<file path="src/rtl/f2i_pkg.sv">
package f2i_pkg;

    // Rounding direction encoding seen on the mode input.
    typedef enum logic [1:0] {
        RM_NEAR = 2'b00,
        RM_UP   = 2'b01,
        RM_DOWN = 2'b10,
        RM_ZERO = 2'b11
    } rmode_e;

    // Which conversion path a finite operand takes, by magnitude.
    typedef enum logic [1:0] {
        MAG_SMALL = 2'b00,
        MAG_MID   = 2'b01,
        MAG_BIG   = 2'b10
    } mag_e;

endpackage

</file>
<file path="src/rtl/f2i_classify.sv">
module f2i_classify
    import f2i_pkg::*;
#(
    parameter int EXP_W = 8,
    parameter int MAN_W = 23,
    parameter int INT_W = 32
) (
    input  logic [EXP_W+MAN_W:0] word_i,
    output logic                 sign_o,
    output logic [EXP_W-1:0]     exp_o,
    output logic [MAN_W-1:0]     frac_o,
    output logic                 nan_o,
    output logic                 denorm_o,
    output logic                 nonzero_o,
    output mag_e                 mag_o
);

    localparam int BIAS = (1 << (EXP_W - 1)) - 1;
    localparam logic [EXP_W:0] BIG_E = (EXP_W + 1)'(BIAS + INT_W);
    localparam logic [EXP_W:0] LOW_E = (EXP_W + 1)'(BIAS - 1);

    always_comb begin
        sign_o    = word_i[EXP_W+MAN_W];
        exp_o     = word_i[EXP_W+MAN_W-1:MAN_W];
        frac_o    = word_i[MAN_W-1:0];
        nan_o     = (&exp_o) && (|frac_o);
        denorm_o  = (exp_o == '0) && (|frac_o);
        nonzero_o = (|exp_o) || (|frac_o);
        if ({1'b0, exp_o} >= BIG_E) begin
            mag_o = MAG_BIG;
        end else if ({1'b0, exp_o} >= LOW_E) begin
            mag_o = MAG_MID;
        end else begin
            mag_o = MAG_SMALL;
        end
    end

endmodule

</file>
<file path="src/rtl/f2i_align.sv">
module f2i_align #(
    parameter int EXP_W = 8,
    parameter int MAN_W = 23,
    parameter int INT_W = 32
) (
    input  logic [EXP_W-1:0] exp_i,
    input  logic [MAN_W-1:0] frac_i,
    output logic [INT_W-1:0] int_o,
    output logic [INT_W-1:0] rem_o
);

    localparam int BIAS  = (1 << (EXP_W - 1)) - 1;
    localparam int TOP_E = BIAS + INT_W - 1;
    localparam int SH_W  = $clog2(INT_W + 1);

    logic [INT_W-1:0]   norm;
    logic [EXP_W:0]     diff;
    logic [SH_W-1:0]    sh;
    logic [2*INT_W-1:0] wide;

    // Left-justify the significand (with its hidden one) in the integer width.
    generate
        if (INT_W > MAN_W + 1) begin : g_pad
            assign norm = {1'b1, frac_i, {(INT_W - MAN_W - 1){1'b0}}};
        end else begin : g_exact
            assign norm = {1'b1, frac_i};
        end
    endgenerate

    initial begin
        if (INT_W < MAN_W + 1) $display("f2i_align: integer width narrower than significand");
    end

    always_comb begin
        diff = (EXP_W + 1)'(TOP_E) - {1'b0, exp_i};
        if ({1'b0, exp_i} > (EXP_W + 1)'(TOP_E)) begin
            sh = '0;
        end else if (diff > (EXP_W + 1)'(INT_W)) begin
            sh = SH_W'(INT_W);
        end else begin
            sh = diff[SH_W-1:0];
        end
        wide  = {norm, {INT_W{1'b0}}} >> sh;
        int_o = wide[2*INT_W-1:INT_W];
        rem_o = wide[INT_W-1:0];
    end

endmodule

</file>
<file path="src/rtl/f2i_round.sv">
module f2i_round
    import f2i_pkg::*;
#(
    parameter int INT_W = 32
) (
    input  logic [INT_W-1:0] int_i,
    input  logic [INT_W-1:0] rem_i,
    input  logic             sign_i,
    input  rmode_e           rmode_i,
    input  logic             signed_i,
    input  mag_e             mag_i,
    input  logic             nan_i,
    input  logic             nonzero_i,
    output logic [INT_W-1:0] res_o,
    output logic             invalid_o,
    output logic             inexact_o
);

    localparam logic [INT_W-1:0] ALL1 = {INT_W{1'b1}};
    localparam logic [INT_W-1:0] HALF = {1'b1, {(INT_W - 1){1'b0}}};
    localparam logic [INT_W-1:0] SMAX = {1'b0, {(INT_W - 1){1'b1}}};
    localparam logic [INT_W-1:0] ONE  = INT_W'(1);

    logic [INT_W-1:0] incr;
    logic [INT_W:0]   rsum;
    logic             carry;
    logic [INT_W-1:0] mag_v;
    logic             bump_ovf;
    logic [INT_W-1:0] limit;

    always_comb begin
        unique case (rmode_i)
            RM_NEAR: incr = int_i[0] ? HALF : HALF - ONE;
            RM_UP:   incr = sign_i ? '0 : ALL1;
            RM_DOWN: incr = sign_i ? ALL1 : '0;
            RM_ZERO: incr = '0;
            default: incr = '0;
        endcase
        rsum  = {1'b0, rem_i} + {1'b0, incr};
        carry = rsum[INT_W];

        bump_ovf = 1'b0;
        mag_v    = int_i;
        if (carry) begin
            if (int_i != ALL1) begin
                mag_v = int_i + ONE;
            end else begin
                bump_ovf = 1'b1;
            end
        end
        limit = sign_i ? HALF : SMAX;

        res_o     = '0;
        invalid_o = 1'b0;
        inexact_o = 1'b0;
        if (nan_i) begin
            res_o     = signed_i ? '0 : ALL1;
            invalid_o = 1'b1;
        end else if (mag_i == MAG_BIG) begin
            invalid_o = 1'b1;
            if (signed_i) begin
                res_o = sign_i ? HALF : SMAX;
            end else begin
                res_o = sign_i ? '0 : ALL1;
            end
        end else if (mag_i == MAG_MID) begin
            if (!signed_i) begin
                if (sign_i && (mag_v != '0)) begin
                    invalid_o = 1'b1;
                end else begin
                    res_o     = mag_v;
                    invalid_o = bump_ovf;
                    inexact_o = (rem_i != '0) && !bump_ovf;
                end
            end else begin
                if (mag_v > limit) begin
                    res_o     = limit;
                    invalid_o = 1'b1;
                end else begin
                    res_o     = sign_i ? (~mag_v + ONE) : mag_v;
                    inexact_o = (rem_i != '0);
                end
            end
        end else if (nonzero_i) begin
            inexact_o = 1'b1;
            if ((rmode_i == RM_UP) && !sign_i) begin
                res_o = ONE;
            end else if ((rmode_i == RM_DOWN) && sign_i) begin
                if (signed_i) begin
                    res_o = ALL1;
                end else begin
                    invalid_o = 1'b1;
                end
            end
        end
    end

endmodule

</file>
<file path="src/rtl/f2i_conv.sv">
module f2i_conv
    import f2i_pkg::*;
#(
    parameter int EXP_W = 8,
    parameter int MAN_W = 23,
    parameter int INT_W = 32
) (
    input  logic                 clk,
    input  logic                 rst_n,
    input  logic                 in_valid,
    input  logic [EXP_W+MAN_W:0] in_word,
    input  logic                 in_signed,
    input  logic                 in_trunc,
    input  logic [1:0]           in_rmode,
    output logic                 out_valid,
    output logic [INT_W-1:0]     out_int,
    output logic                 out_invalid,
    output logic                 out_inexact,
    output logic                 out_denorm
);

    localparam int FW   = EXP_W + MAN_W;
    localparam int BIAS = (1 << (EXP_W - 1)) - 1;
    localparam logic [EXP_W:0] SAT_E = (EXP_W + 1)'(BIAS + INT_W);

    typedef struct packed {
        logic             valid;
        logic [INT_W-1:0] value;
        logic             invalid;
        logic             inexact;
        logic             denorm;
    } out_t;

    out_t st_d, st_q;

    logic             c_sign, c_nan, c_den, c_nz;
    logic [EXP_W-1:0] c_exp;
    logic [MAN_W-1:0] c_frac;
    mag_e             c_mag;
    logic [INT_W-1:0] a_int, a_rem;
    logic [INT_W-1:0] r_val;
    logic             r_inv, r_inx;
    rmode_e           rm_eff;

    assign rm_eff = in_trunc ? RM_ZERO : rmode_e'(in_rmode);

    f2i_classify #(.EXP_W(EXP_W), .MAN_W(MAN_W), .INT_W(INT_W)) u_cls (
        .word_i    (in_word),
        .sign_o    (c_sign),
        .exp_o     (c_exp),
        .frac_o    (c_frac),
        .nan_o     (c_nan),
        .denorm_o  (c_den),
        .nonzero_o (c_nz),
        .mag_o     (c_mag)
    );

    f2i_align #(.EXP_W(EXP_W), .MAN_W(MAN_W), .INT_W(INT_W)) u_aln (
        .exp_i  (c_exp),
        .frac_i (c_frac),
        .int_o  (a_int),
        .rem_o  (a_rem)
    );

    f2i_round #(.INT_W(INT_W)) u_rnd (
        .int_i     (a_int),
        .rem_i     (a_rem),
        .sign_i    (c_sign),
        .rmode_i   (rm_eff),
        .signed_i  (in_signed),
        .mag_i     (c_mag),
        .nan_i     (c_nan),
        .nonzero_i (c_nz),
        .res_o     (r_val),
        .invalid_o (r_inv),
        .inexact_o (r_inx)
    );

    always_comb begin
        st_d       = st_q;
        st_d.valid = in_valid;
        if (in_valid) begin
            st_d.value   = r_val;
            st_d.invalid = r_inv;
            st_d.inexact = r_inx;
            st_d.denorm  = c_den;
        end
    end

    always_ff @(posedge clk) begin
        if (!rst_n) begin
            st_q <= '0;
        end else begin
            st_q <= st_d;
        end
    end

    assign out_valid   = st_q.valid;
    assign out_int     = st_q.value;
    assign out_invalid = st_q.invalid;
    assign out_inexact = st_q.inexact;
    assign out_denorm  = st_q.denorm;

    // Operand decode seen directly from the port, for the checks below.
    logic [EXP_W-1:0] in_exp;
    logic             in_nan;
    assign in_exp = in_word[FW-1:MAN_W];
    assign in_nan = (&in_exp) && (|in_word[MAN_W-1:0]);

    p_valid_r1: assert property (@(posedge clk) disable iff (!rst_n)
        in_valid |=> out_valid);
    p_idle_r1: assert property (@(posedge clk) disable iff (!rst_n)
        !in_valid |=> !out_valid);
    p_denorm_r2: assert property (@(posedge clk) disable iff (!rst_n)
        in_valid |=> (out_denorm == $past((in_exp == '0) && (in_word[MAN_W-1:0] != '0))));
    p_nan_r3: assert property (@(posedge clk) disable iff (!rst_n)
        in_valid && in_nan |=> out_invalid &&
            (out_int == ($past(in_signed) ? INT_W'(0) : {INT_W{1'b1}})));
    p_big_r4: assert property (@(posedge clk) disable iff (!rst_n)
        in_valid && !in_nan && ({1'b0, in_exp} >= SAT_E) |=> out_invalid);
    p_uneg_r6: assert property (@(posedge clk) disable iff (!rst_n)
        in_valid && !in_signed && in_word[FW] && !in_nan |=> (out_int == '0));
    p_zero_r11: assert property (@(posedge clk) disable iff (!rst_n)
        in_valid && (in_word[FW-1:0] == '0) |=>
            (out_int == '0) && !out_invalid && !out_inexact && !out_denorm);
    p_hold_r12: assert property (@(posedge clk) disable iff (!rst_n)
        !in_valid |=> $stable(out_int));

endmodule

</file>
<file path="config.mk">
export PLATFORM = sky130hd
export DESIGN_NAME = f2i_conv
export DESIGN_NICKNAME = d
export VERILOG_FILES = /design/src/rtl/f2i_pkg.sv /design/src/rtl/f2i_classify.sv /design/src/rtl/f2i_align.sv /design/src/rtl/f2i_round.sv /design/src/rtl/f2i_conv.sv
export SDC_FILE = /design/constraint.sdc
export NUM_CORES = 1
export LEC_CHECK = 0
export BUFFER_PORTS_ARGS = -buffer_cell sky130_fd_sc_hd__buf_2
export CAP_MARGIN = 20
export CORE_UTILIZATION = 45
export CTS_CLUSTER_SIZE = 14
export DETAILED_ROUTE_END_ITERATION = 8
export MAX_ROUTING_LAYER = met4
export PLACE_DENSITY_LB_ADDON = 0.15
export REMOVE_ABC_BUFFERS = 1
export SYNTH_ARGS = -nofsm -noshare
export SYNTH_HDL_FRONTEND = slang
export SYNTH_SLANG_ARGS = --single-unit
</file>
<file path="constraint.sdc">
create_clock -name clk -period 15.1 [get_ports clk]
set_input_delay 3.02 -clock clk [delete_from_list [all_inputs] [get_ports clk]]
set_output_delay 3.02 -clock clk [all_outputs]
set_load 0.005 [all_outputs]
</file>
==> out/metrics.csv, run 1 <==
stage;metric;value;unit
sta;rsz0062_at_grt;no;
logic_synthesis;yosys_warnings;0;
run_status;outcome;finished, final reports clean;
worst_setup_path;cp_max_fo;21;
clock_network;numCtsBuffers;5;
floorplanning;chipHeight;142;um
finish;area_growth;7.44;%
floorplanning;initial_core_util;0.464;
logic_synthesis;syn_area;8800;sq um
clock_network;clk_path_buf_depth;2;
detailed_routing;via_per_inst;7.01;
detailed_routing;ant_nets;0;
worst_setup_path;worstSetupEndpoint;out_int[19];
worst_setup_path;r2r_slack;14000;ps
global_route;grt_pass1_vias;9717;
detailed_routing;wl;36700;um
finish;multi_input_area;7580;sq um
worst_setup_path;startpoint_type;input port;
power_and_ir_drop;p_sw_frac;0.493;
finish;drive_above_1_share;0.138;
logic_synthesis;ys_top_cells_by_area;ha_1 9.2%, dfxtp_1 8.2%, nand2_1 5.7%;
detailed_routing;dr.first_iter.drc_count;1607;
logic_synthesis;synth.most_common_cell;nand2_1;
worst_setup_path;worstReg2RegStart;out_int[26];
logic_synthesis;yosysTopAreaCell;ha_1;
floorplanning;die_x;142;um
clock_network;clk_latency;290;ps
logic_synthesis;ys_ff_latch;36;
global_route;grt_start_max_net_pins;66;
power_and_ir_drop;share_comb_of_total_power;0.607;
detailed_routing;drc;0;
logic_synthesis;synth_cells;1292;
sta;max_slew.worst_pin.slew;1130;ps
sta;timing.fmax;76.4;MHz
detailed_routing;wl_per_cell;23.3;um
clock_network;cts_resized;0;
sta;post-route-period-util;0.867;
power_and_ir_drop;clkPwrFrac;0.212;
floorplanning;die-area;20100;sq um
logic_synthesis;ys_top_cells_by_count;133 x nand2_1, 104 x nor2_1, 97 x o21ai_0;
clock_network;cts.clk_slew.worst_paths;60;ps
power_and_ir_drop;p_per_area;61.8;nW/um^2
worst_setup_path;cp_top_family;compound AO/OA/AOI/OAI gates;
worst_setup_path;rr_worst_depth;4;
power_and_ir_drop;vdd_drop_max;0.0449;mV
placement;dpl.hpwl;27900;um
clock_network;cts_tree;yes;
sta;hold_slack;470;ps
finish;layout.nets;1416;
placement;gp_congestion;1.01;
clock_network;htree_levels;2;
sta;maxSlewViolCount;0;
placement;portBuffers;74;
worst_setup_path;cpMaxStageDelayCell;o311a_1;
logic_synthesis;ys_types;107;
sta;relSlewSlack;0.244;
finish;fin_util;0.499;
floorplanning;ios;75;
logic_synthesis;synth_ff_type;dfxtp_1;
global_route;grt-ovfl-total;0;
detailed_routing;route.vias.total;11000;
placement;placed_cells_incl_taps;1564;
min_path;holdCritStartpoint;out_denorm;
power_and_ir_drop;p_seq_frac;0.182;
sta;min_period;13100;ps
worst_setup_path;worstPathRequired;15320;ps
worst_setup_path;worst-path-stages;41;
worst_setup_path;crit_arrival;13320;ps
clock_network;cts_sinks;36;
floorplanning;core_area;19000;sq um
worst_setup_path;criticalPathCategory;input port to flip-flop;
power_and_ir_drop;p_sw;288;uW
finish;final_cells;1573;
logic_synthesis;synth_top_area_share;0.0924;
sta;setup_viol_count_final;0;
power_and_ir_drop;total_leakage_power;0.00381;uW
clock_network;hold_buffers;0;
worst_setup_path;worstSetupStartpoint;in_word[23];
power_and_ir_drop;p_int;296;uW
logic_synthesis;synth_async_sr_flop_share;0;
worst_setup_path;r2r_end;out_int[26];
global_route;grtUsageTotal;0.373;
worst_setup_path;critical_path_buf_inv_count;2;
sta;fin_worst_skew;0;ps
clock_network;cts_setup_buffers;0;
detailed_routing;firstDrtPassIters;6;
finish;fillers;1991;
global_route;antenna_found_initial;0;
logic_synthesis;ys_seq_area_frac;0.0819;
flow_run;drv_cap;0;
worst_setup_path;max_stage_delay;600;ps
sta;setup-tns-final;0;ps
logic_synthesis;synth-edff-count;0;
sta;finalHoldViolCount;0;
worst_setup_path;worst_setup_path_end_kind;flip-flop;
min_path;hp-class;flip-flop to flip-flop;
finish;insertedDiodeCount;0;
floorplanning;placementRows;50;
global_route;grt_pass1_wl;56800;um
clock_network;cts-root-buf;clkbuf_16;
finish;regArea;721;sq um
worst_setup_path;crit_top_cell;o21a_1;
logic_synthesis;syn-mean-instance-area;6.81;sq um
==> cell type report <==
type / instances / share of cell area
well taps: 260 / 0.0344
multi-input cells: 1143 / 0.802
flip-flops and latches: 36 / 0.0762
clock buffers: 6 / 0.0136
repair buffers: 101 / 0.0603
inverters: 25 / 0.00992
clock inverters: 2 / 0.00371
==> worst min-delay path by stage <==
stage | end | slack (ps) | cells after the start
floorplan | out_denorm | 460 | 2
global placement | out_denorm | 460 | 2
detailed placement | out_denorm | 460 | 2
CTS | out_denorm | 480 | 2
global route | out_denorm | 490 | 2
finish | out_denorm | 470 | 2
==> cell usage in the layout, fill, tap and decap left out, drive strengths merged, types with 12 or more instances in the layout <==
cell type	count
ha	65
and3	18
nand4	39
o21ai	104
a21oi	88
o2111ai	12
nor3	56
and2	28
nand2b	12
nor4	33
or2	14
buf	100
nand2	133
dfxtp	36
nand3	69
o22ai	12
a21o	25
a31oi	33
a211oi	18
xnor2	12
o211ai	29
o21a	15
nor2	105
or3	14
o31ai	22
mux2i	24
inv	23
==> per-stage QoR <==
stage | instance area, sq um | power [uW] | worst slack [ps]
2_1_floorplan | 8390 | 329 | 3080
3_3_place_gp | 9290 | 449 | 2120
3_5_place_dp | 9290 | 447 | 2050
4_1_cts | 9450 | 571 | 2340
5_1_grt | 9460 | 615 | 1320
6_report | 9460 | 584 | 2000
==> power groups by stage <==
stage	registers [uW]	logic (uW)	clock network [uW]
2_1_floorplan	109	220	0
3_3_place_gp	108	341	0
3_5_place_dp	108	339	0
4_1_cts	106	341	124
5_1_grt	107	380	128
6_report	106	354	124
==> registers in the layout (all words and copies together), names as in the netlist <==
| signal | count |
|---|---|
| out_int | 32 |
| out_denorm | 1 |
| out_inexact | 1 |
| out_invalid | 1 |
| out_valid | 1 |
==> metal layers <==
layer | global-route usage | routed length [um]
met1 | 0.531 | 16300
met2 | 0.534 | 15400
met3 | 0.0769 | 4210
met4 | 0.0832 | 900
met5 | - | 0
==> worst register-to-register path, stage by stage (launching register included) <==
cell	delay, ps
dfxtp_1	320
o21ai_0	140
nor4_1	260
mux2i_1	120
a21oi_1	180
==> kinds of logic after synthesis <==
group | share of synthesized area
compound gates | 0.355
xor+xnor | 0.0218
fa+ha+maj | 0.0924
buf+inv | 0.0590
flops | 0.0819
mux | 0.0593
other cells | 0.000426
simple gates | 0.331
No activity file was read; power rests on OpenSTA's default activity.
==> run 2, diff against run 1 <==
- clock period: 15.1 -> 14.4 ns (I/O delays scaled with it)
==> run 2 against run 1 <==
Cell count is 0.32% higher. Total power rose by 3.0%. Utilization increased by 0.13 points.
==> out/metrics.csv, run 2 (synthesized netlist as in run 1, its figures left out) <==
stage;metric;value;unit;change
finish;largest_reg_flops;32;;unchanged
power_and_ir_drop;clkPwrFrac;0.195;;-0.017
worst_setup_path;critical_path_buf_inv_count;4;;+2
clock_network;cts_setup_buffers;0;;unchanged
worst_setup_path;cp_top_family;compound AO/OA/AOI/OAI gates;;
power_and_ir_drop;p_int;303;uW;+2.3%
detailed_routing;dr.first_iter.drc_count;1524;;-5.2%
sta;maxSlewViolCount;0;;unchanged
clock_network;cts_resized;0;;unchanged
power_and_ir_drop;p_seq_frac;0.185;;+0.003
sta;fin_worst_skew;0;ps;unchanged
placement;pre_cts_ws;1920;ps;-133 ps
global_route;grtUsageTotal;0.375;;+0.00150
sta;max_slew.worst_pin.slew;1140;ps;+5.60 ps
detailed_routing;via_per_inst;7.07;;+0.81%
power_and_ir_drop;share_comb_of_total_power;0.620;;+0.013
placement;dpl_cell_area;9320;sq um;+0.32%
sta;setup-tns-final;0;ps;unchanged
min_path;holdCritStartpoint;out_denorm;;
sta;min_period;12540;ps;
detailed_routing;drc;0;;unchanged
finish;final_cell_area;9480;sq um;+0.25%
sta;setup_viol_count_final;0;;unchanged
finish;drive_above_1_share;0.141;;+0.00273
floorplanning;die-area;20100;sq um;unchanged
floorplanning;initial_core_util;0.464;;unchanged
flow_run;drv_cap;0;;unchanged
power_and_ir_drop;p_sw_frac;0.496;;+0.00340
worst_setup_path;worstPathRequired;14610;ps;-710 ps
clock_network;clk_latency;290;ps;about the same
worst_setup_path;crit_arrival;12750;ps;-570 ps
sta;timing.fmax;79.7;MHz;
clock_network;cts.clk_slew.worst_paths;60;ps;about the same
finish;layout.nets;1420;;+0.28%
worst_setup_path;crit_top_cell;o21a_1;;
worst_setup_path;startpoint_type;input port;;
worst_setup_path;worstSetupStartpoint;in_word[25];;
detailed_routing;wl_per_cell;23.2;um;-0.60%
clock_network;cts-root-buf;clkbuf_16;;
global_route;grt-ovfl-total;0;;unchanged
clock_network;htree_levels;2;;unchanged
finish;layout_commonest_cell;nand2_1;;
worst_setup_path;worst_setup_path_end_kind;flip-flop;;
global_route;grt_pass1_vias;9925;;+2.1%
floorplanning;chipHeight;142;um;unchanged
clock_network;hold_buffers;0;;unchanged
clock_network;numCtsBuffers;5;;unchanged
finish;fillers;1965;;-1.3%
worst_setup_path;worstReg2RegStart;out_int[17];;
global_route;antenna_found_initial;2;;+2
clock_network;cts_tree;yes;;
floorplanning;die_x;142;um;unchanged
run_status;outcome;finished, final reports clean;;
power_and_ir_drop;finalPower;602;uW;+3.0%
worst_setup_path;criticalPathCategory;input port to flip-flop;;
placement;gp_congestion;1.04;;+3.1%
finish;layout_common_cells;133 x nand2_1, 104 x nor2_1, 97 x o21ai_0, 86 x a21oi_1, 75 x buf_2;;
clock_network;cts_sinks;36;;unchanged
placement;portBuffers;74;;unchanged
detailed_routing;wl;36600;um;-0.29%
detailed_routing;firstDrtPassIters;8;;+2
power_and_ir_drop;p_per_area;63.5;nW/um^2;+2.8%
finish;area_growth;7.71;%;
power_and_ir_drop;p_sw;299;uW;+3.7%
worst_setup_path;cpMaxStageDelayCell;o211ai_2;;
detailed_routing;ant_nets;0;;unchanged
worst_setup_path;max_stage_delay;830;ps;+230 ps
floorplanning;placementRows;50;;unchanged
global_route;grt_pass1_wl;57600;um;+1.5%
power_and_ir_drop;vdd_drop_max;0.0531;mV;+18%
detailed_routing;route.vias.total;11200;;+1.1%
clock_network;clk_path_buf_depth;2;;unchanged
sta;rsz0062_at_grt;no;;
sta;finalHoldViolCount;0;;unchanged
global_route;grt_start_max_net_pins;52;;-21%
sta;hold_slack;476;ps;+6.86 ps
sta;post-route-period-util;0.871;;
floorplanning;ios;75;;unchanged
worst_setup_path;cp_max_fo;28;;+33%
min_path;hp-class;flip-flop to flip-flop;;
sta;relSlewSlack;0.240;;-0.00375
floorplanning;core_area;19000;sq um;unchanged
sta;layout_setup_ws;1860;ps;-145 ps
placement;dpl.hpwl;28100;um;+0.70%
power_and_ir_drop;total_leakage_power;0.00383;uW;+0.37%
run 2: cell count changes in the layout (fill, tap and decap cells not counted), sizes merged:
cell / change
buf: +5
bufinv: -1
clkinv: -1
diode: +2
run 2: final cells by class:
| type | count | area, sq um | area share |
|---|---|---|---|
| tap | 260 | 325 | 0.0343 |
| antenna | 2 | 5.00 | 0.000528 |
| timing repair buffer | 105 | 601 | 0.0634 |
| inverter | 25 | 93.8 | 0.00990 |
| clock buffer | 7 | 153 | 0.0161 |
| multi-input combinational | 1143 | 7580 | 0.800 |
| sequential | 36 | 721 | 0.0760 |
run 2: worst reg2reg max path, stage by stage (launching register included):
cell and delay (ps):
dfxtp_1 300, o21ai_0 340, o2bb2ai_1 130, a21oi_1 150, nor2_1 60
run 2: power by group through the flow:
stage          combinational [uW]  clock, uW  sequential, uW
2_1_floorplan                 231          0             114
3_3_place_gp                  358          0             113
3_5_place_dp                  358          0             113
4_1_cts                       359        117             111
5_1_grt                       402        122             112
6_report                      373        117             111
run 2: worst paths after layout:
| kind | to | slack (ps) | cells past startpoint |
|---|---|---|---|
| worst max-delay path | out_int[19] | 1860 | 40 |
| worst min-delay path | out_denorm | 480 | 2 |
| worst max register to register | out_int[17] | 13290 | 4 |
| worst min register to register | out_denorm | 480 | 2 |
run 2: metal layers:
metal,wire (um),share of wire,vias up,global-route usage
li1,-,-,5045,-
met1,16200,0.44,5263,0.532
met2,15100,0.41,728,0.528
met3,4190,0.11,115,0.0780
met4,1070,0.029,0,0.102
met5,0,0,-,-
run 2: per-stage QoR:
stage,cells,utilization
2_1_floorplan,1204,-
3_5_place_dp,1568,0.491
5_1_grt,1578,0.500
6_report,1578,0.500
3_3_place_gp,1568,0.491
4_1_cts,1575,0.500
